<file path="src/rtl/tone_gate_pkg.sv">
package tone_gate_pkg;

  typedef enum logic {
    GATE_IDLE   = 1'b0,
    GATE_ACTIVE = 1'b1
  } gate_state_e;

  typedef enum logic {
    SRC_ENVELOPE = 1'b0,
    SRC_EXTERNAL = 1'b1
  } tone_src_e;

  function automatic int unsigned max2(input int unsigned a, input int unsigned b);
    return (a > b) ? a : b;
  endfunction

endpackage

</file>
<file path="src/rtl/tone_sync.sv">
module tone_sync #(
  parameter int unsigned STAGES = 2
) (
  input  logic clk,
  input  logic rst_n,
  input  logic d,
  output logic q
);

  logic [STAGES-1:0] chain_q;
  logic [STAGES-1:0] chain_d;

  always_comb begin
    chain_d = {chain_q[STAGES-2:0], d};
  end

  always_ff @(posedge clk or negedge rst_n) begin
    if (!rst_n) begin
      chain_q <= '0;
    end else begin
      chain_q <= chain_d;
    end
  end

  assign q = chain_q[STAGES-1];

endmodule

</file>
<file path="src/rtl/tone_activity.sv">
module tone_activity
  import tone_gate_pkg::*;
#(
  parameter int unsigned EXT_ON_CYC  = 100,
  parameter int unsigned EXT_OFF_CYC = 6000,
  parameter int unsigned ENV_ON_CYC  = 600,
  parameter int unsigned ENV_OFF_CYC = 3000
) (
  input  logic      clk,
  input  logic      rst_n,
  input  logic      allowed,
  input  tone_src_e src,
  input  logic      din_s,
  output logic      gate
);

  localparam int unsigned ON_MAX = max2(EXT_ON_CYC, ENV_ON_CYC);
  localparam int ON_W  = $clog2(ON_MAX + 1);
  localparam int QW    = $clog2(EXT_OFF_CYC + 1);
  localparam int OFF_W = $clog2(ENV_OFF_CYC + 1);
  localparam logic [ON_W-1:0]  EXT_ON_LIM = ON_W'(EXT_ON_CYC - 1);
  localparam logic [ON_W-1:0]  ENV_ON_LIM = ON_W'(ENV_ON_CYC - 1);
  localparam logic [OFF_W-1:0] OFF_LIM    = OFF_W'(ENV_OFF_CYC - 1);
  localparam logic [QW-1:0]    QUIET_LOAD = QW'(EXT_OFF_CYC);

  // registers
  logic              din_q;
  logic [QW-1:0]     quiet_q;
  logic [ON_W-1:0]   on_q;
  logic [OFF_W-1:0]  off_q;
  gate_state_e       state_q;
  tone_src_e         src_q;

  // next-state values
  logic [QW-1:0]     quiet_d;
  logic [ON_W-1:0]   on_d;
  logic [OFF_W-1:0]  off_d;
  gate_state_e       state_d;

  // decode
  logic              pin_edge;
  logic              restart;
  logic              quiet_live;
  logic              req;
  logic [ON_W-1:0]   on_lim;

  always_comb begin
    pin_edge   = din_s ^ din_q;
    restart    = !allowed || (src != src_q);
    quiet_live = (quiet_q != '0);
    if (src == SRC_EXTERNAL) begin
      req    = pin_edge || quiet_live;
      on_lim = EXT_ON_LIM;
    end else begin
      req    = din_s;
      on_lim = ENV_ON_LIM;
    end
  end

  // retriggerable quiet-time counter for the external waveform
  always_comb begin
    quiet_d = quiet_q;
    if (restart) begin
      quiet_d = '0;
    end else if (pin_edge) begin
      quiet_d = QUIET_LOAD;
    end else if (quiet_live) begin
      quiet_d = quiet_q - QW'(1);
    end
  end

  // gate state machine with start and stop delay counters
  always_comb begin
    state_d = state_q;
    on_d    = on_q;
    off_d   = off_q;
    if (restart) begin
      state_d = GATE_IDLE;
      on_d    = '0;
      off_d   = '0;
    end else begin
      case (state_q)
        GATE_IDLE: begin
          off_d = '0;
          if (req) begin
            if (on_q == on_lim) begin
              state_d = GATE_ACTIVE;
              on_d    = '0;
            end else begin
              on_d = on_q + ON_W'(1);
            end
          end else begin
            on_d = '0;
          end
        end
        GATE_ACTIVE: begin
          on_d = '0;
          if (src == SRC_EXTERNAL) begin
            off_d = '0;
            if (!req) begin
              state_d = GATE_IDLE;
            end
          end else if (req) begin
            off_d = '0;
          end else if (off_q == OFF_LIM) begin
            state_d = GATE_IDLE;
            off_d   = '0;
          end else begin
            off_d = off_q + OFF_W'(1);
          end
        end
        default: begin
          state_d = GATE_IDLE;
          on_d    = '0;
          off_d   = '0;
        end
      endcase
    end
  end

  always_ff @(posedge clk or negedge rst_n) begin
    if (!rst_n) begin
      din_q   <= 1'b0;
      quiet_q <= '0;
      on_q    <= '0;
      off_q   <= '0;
      state_q <= GATE_IDLE;
      src_q   <= SRC_ENVELOPE;
    end else begin
      din_q   <= din_s;
      quiet_q <= quiet_d;
      on_q    <= on_d;
      off_q   <= off_d;
      state_q <= state_d;
      src_q   <= src;
    end
  end

  assign gate = (state_q == GATE_ACTIVE);

endmodule

</file>
<file path="src/rtl/tone_divider.sv">
module tone_divider #(
  parameter int unsigned HALF_CYC = 2273
) (
  input  logic clk,
  input  logic rst_n,
  input  logic run,
  output logic phase
);

  localparam int HW = $clog2(HALF_CYC + 1);
  localparam logic [HW-1:0] HALF_LIM = HW'(HALF_CYC - 1);

  logic [HW-1:0] cnt_q;
  logic [HW-1:0] cnt_d;
  logic          phase_q;
  logic          phase_d;
  logic          wrap;

  always_comb begin
    wrap    = (cnt_q == HALF_LIM);
    cnt_d   = cnt_q;
    phase_d = phase_q;
    if (!run) begin
      // hold primed so the first half period after gate-on is high and whole
      cnt_d   = '0;
      phase_d = 1'b1;
    end else if (wrap) begin
      cnt_d   = '0;
      phase_d = ~phase_q;
    end else begin
      cnt_d = cnt_q + HW'(1);
    end
  end

  always_ff @(posedge clk or negedge rst_n) begin
    if (!rst_n) begin
      cnt_q   <= '0;
      phase_q <= 1'b1;
    end else begin
      cnt_q   <= cnt_d;
      phase_q <= phase_d;
    end
  end

  assign phase = phase_q;

endmodule

</file>
<file path="src/rtl/tone_gate_ctrl.sv">
module tone_gate_ctrl
  import tone_gate_pkg::*;
#(
  parameter int unsigned HALF_CYC    = 2273,
  parameter int unsigned EXT_ON_CYC  = 100,
  parameter int unsigned EXT_OFF_CYC = 6000,
  parameter int unsigned ENV_ON_CYC  = 600,
  parameter int unsigned ENV_OFF_CYC = 3000
) (
  input  logic clk,
  input  logic rst_n,
  input  logic tone_en,
  input  logic ext_mode,
  input  logic low_power,
  input  logic data_in,
  output logic tone_gate,
  output logic tone_wave
);

  localparam int unsigned SYNC_STAGES = 2;

  logic      rst_sync_n;
  logic      pin_s;
  logic      allowed;
  tone_src_e src;
  logic      gate;
  logic      int_phase;
  logic      wave_src;

  // asynchronous assert, synchronous release
  tone_sync #(.STAGES(SYNC_STAGES)) u_rst_sync (
    .clk   (clk),
    .rst_n (rst_n),
    .d     (1'b1),
    .q     (rst_sync_n)
  );

  tone_sync #(.STAGES(SYNC_STAGES)) u_pin_sync (
    .clk   (clk),
    .rst_n (rst_sync_n),
    .d     (data_in),
    .q     (pin_s)
  );

  always_comb begin
    allowed = tone_en && !low_power;
    src     = ext_mode ? SRC_EXTERNAL : SRC_ENVELOPE;
  end

  tone_activity #(
    .EXT_ON_CYC  (EXT_ON_CYC),
    .EXT_OFF_CYC (EXT_OFF_CYC),
    .ENV_ON_CYC  (ENV_ON_CYC),
    .ENV_OFF_CYC (ENV_OFF_CYC)
  ) u_activity (
    .clk     (clk),
    .rst_n   (rst_sync_n),
    .allowed (allowed),
    .src     (src),
    .din_s   (pin_s),
    .gate    (gate)
  );

  tone_divider #(.HALF_CYC(HALF_CYC)) u_divider (
    .clk   (clk),
    .rst_n (rst_sync_n),
    .run   (gate),
    .phase (int_phase)
  );

  always_comb begin
    wave_src  = (src == SRC_EXTERNAL) ? pin_s : int_phase;
    tone_gate = gate;
    tone_wave = gate && wave_src;
  end

endmodule

</file>
<file path="config.mk">
export PLATFORM = sky130hd
export DESIGN_NAME = tone_gate_ctrl
export DESIGN_NICKNAME = d
export VERILOG_FILES = /design/src/rtl/tone_gate_pkg.sv /design/src/rtl/tone_sync.sv /design/src/rtl/tone_activity.sv /design/src/rtl/tone_divider.sv /design/src/rtl/tone_gate_ctrl.sv
export SDC_FILE = /design/constraint.sdc
export NUM_CORES = 1
export LEC_CHECK = 0
export BUFFER_PORTS_ARGS = -buffer_cell sky130_fd_sc_hd__buf_2
export CAP_MARGIN = 20
export CORE_ASPECT_RATIO = 0.75
export CORE_MARGIN = 5
export CORE_UTILIZATION = 66
export DETAILED_ROUTE_END_ITERATION = 10
export PLACE_DENSITY = 0.84
export SYNTH_ARGS = -nofsm -noshare
export SYNTH_HDL_FRONTEND = slang
export SYNTH_SLANG_ARGS = --single-unit
</file>
<file path="constraint.sdc">
create_clock -name clk -period 5 [get_ports clk]
set_input_delay 1 -clock clk [delete_from_list [all_inputs] [get_ports clk]]
set_output_delay 1 -clock clk [all_outputs]
set_load 0.005 [all_outputs]
</file>
==> results.yml <==
setup_path:
  r2r-end: "u_divider.cnt_q[11]"
  reg2reg_depth: 6
  path_class: "primary input to primary output"
  start_kind: "primary input"
  cp.arrival_ns: 1.57
  r2r_start: "u_divider.cnt_q[0]"
  reg2reg_slack_ns: 2.88
  crit_required_ns: 4.00
  endpoint_kind: "primary output"
  path_max_fanout: 9
finish:
  area_growth_pct: 6.301
  mostFrequentLayoutCell: "dfrtp_1"
  insertedDiodeCount: 0
  drive_above_1_share_pct: 8.511
  final_cell_mix: "dfrtp_1 (53), nor2_1 (37), nand2_1 (21), xnor2_1 (21), nor3_1 (16)"
  finalInstanceArea_um2: 2913
  stdcell_count: 337
  final_nets: 293
grt:
  grt_pass1_wl_um: 8673
  groute.usage.overall_pct: 19.61
  grt_max_degree: 54
  antenna_found_initial: 0
  grt_pass1_vias: 1940
  grt_overflow: 0
clock_network:
  cts_resized: 0
  cts_max_path_buffers: 2
  post_cts_buffers: 0
  insertion_delay_ns: 0.31
  numClockSinks: 55
  path_clk_slew_ns: 0.10
  ctsRootBufferMaster: "clkbuf_8"
  numCtsBuffers: 5
  htree_levels: 2
  cts_hold_buffers: 0
  cts_tree: "done"
synthesis:
  syn_inst: 272
  yosysUniqueCellTypes: 49
  async_reset_ff_share_pct: 100.0
  synth_area_um2: 2740
  yosys_warnings: 0
  synth-seq-cells: 55
  synth_edf_count: 0
  seq_area_frac_synth_pct: 50.27
  synth.avg_cell_area_um2: 10.07
  syn_nets: 284
  ys.flop_type: "dfrtp_1"
timing:
  holdWs_ns: 0.3418
  finalSetupTns_ns: 0
  finalSetupViolCount: 0
  rsz0062_at_grt: "false"
  min_period_ns: 2.566
  period_share_pct: 51.32
  max_freq_mhz: 389.7
  finClkSkew_ns: 0.01384
  hold_viol: 0
  maxSlewHeadroom_pct: 56.63
  maxSlewViolCount: 0
  tightest_slew_ns: 0.6505
floorplanning:
  io_pins: 8
  dieArea_um2: 5554
  core_area_um2: 4029
  start_util_pct: 68.01
  fp.dieH_um: 65.80
  die_x_um: 84.40
  num_rows: 20
pwr:
  p_int_w: 0.0006085
  seqPwrFrac_pct: 56.4
  p_clk_share_pct: 31.0
  combPwrFrac_pct: 12.5
  p_switching_w: 0.0002138
  ir_worst_vdd_mv: 0.2242
  cellLeakagePower_nw: 1.218
  swShare_pct: 26.00
  p_per_area_nw_per_um2: 282.3
drt:
  first_iter_violations: 141
  via_per_inst: 5.864
  wl_per_cell_um: 14.44
  routed_wl_um: 4867
  vias: 1976
  ant_nets: 0
  drc_errors: 0
  firstDrtPassIters: 4
place:
  gp_congestion: 0.8374
  portBuffers: 7
  dpl.hpwl_um: 3397
  placed_cell_area_um2: 2818
  dp.cells: 329
job:
  max-cap-violations: 0
min_path:
  hold_class: "flop to asynchronous set/reset pin"
run_status:
  outcome: "finished clean"
[registers in the layout (all words and copies together) (netlist names)]
register,cells
u_activity.quiet_q,13
u_activity.off_q,12
u_divider.cnt_q,12
u_activity.on_q,10
u_pin_sync.chain_q,2
u_rst_sync.chain_q,2
u_activity.din_q,1
u_activity.gate,1
u_activity.src_q,1
u_divider.phase,1
[metrics by stage]
step	utilization (%)	total power [W]	setup WS (ns)
floorplan	-	0.0005567	2.505
global placement	69.94	0.0005722	2.467
detailed placement	69.94	0.0005755	2.426
CTS	72.30	0.0008288	2.427
global route	72.30	0.0008644	2.415
finish	72.30	0.0008223	2.434
[worst max-delay path by stage]
stage / start / to / slack (ns)
2_1_floorplan: ext_mode / tone_wave / 2.51
3_3_place_gp: ext_mode / tone_wave / 2.47
3_5_place_dp: ext_mode / tone_wave / 2.43
4_1_cts: ext_mode / tone_wave / 2.43
5_1_grt: ext_mode / tone_wave / 2.41
6_report: ext_mode / tone_wave / 2.43
[layer usage]
| layer | global-route usage (%) | vias to the layer above | routed length, um |
|---|---|---|---|
| li1 | - | 968 | - |
| met1 | 25.59 | 953 | 2303 |
| met2 | 33.07 | 48 | 2273 |
| met3 | 4.110 | 7 | 219 |
| met4 | 6.522 | 0 | 70 |
| met5 | 0 | - | 0 |
[kinds of logic after synthesis]
group	count (synthesis)	synth area share, %
AO/OA/AOI/OAI	21	5.160
XOR/XNOR	35	11.46
other	1	0.1369
flip-flops	55	50.27
adder cells (fa/ha/maj)	6	2.740
multiplexers	2	0.7306
buffers and inverters	16	2.648
AND/OR/NAND/NOR	136	26.85
[Yosys cell counts, types with 3 or more instances]
| cell | count | share of area (%) |
|---|---|---|
| xnor2_1 | 21 | 6.7 |
| nor3_1 | 16 | 2.9 |
| a21oi_1 | 4 | 0.73 |
| nand2_1 | 21 | 2.9 |
| nand3_1 | 15 | 2.7 |
| nand2b_1 | 3 | 0.69 |
| nand4_1 | 10 | 2.3 |
| or4b_1 | 4 | 1.5 |
| inv_1 | 10 | 1.4 |
| and3_1 | 3 | 0.69 |
| nor4b_1 | 3 | 0.96 |
| a31oi_1 | 6 | 1.4 |
| xor2_1 | 13 | 4.2 |
| dfrtp_1 | 54 | 49 |
| or3_1 | 4 | 0.91 |
| ha_1 | 6 | 2.7 |
| nor4_1 | 3 | 0.69 |
| nor2_1 | 37 | 5.1 |
| clkbuf_1 | 3 | 0.41 |
[power groups by stage]
stage	registers [W]	logic (W)	clock network [W]
after detailed placement	0.000473	0.000103	0
after CTS	0.000464	0.000104	0.000261
after floorplan	0.000477	0.0000802	0
final	0.000464	0.000103	0.000255
after global placement	0.000472	0.0000999	0
after global routing	0.000466	0.000118	0.000281
[final cells by class]
cell class	instances	area [um2]
timing repair buffer	8	42.54
clock buffer	7	86.33
inverter	10	37.54
multi-input combinational	201	1290
fill	288	1116
clock inverter	1	8.758
sequential	55	1379
tap	55	68.82
[worst max-delay path, stage by stage]
cell and delay [ns]:
buf_2 0.17, mux2i_1 0.22, nor2b_1 0.06, buf_2 0.12
Power figures use the tool's default switching activity.
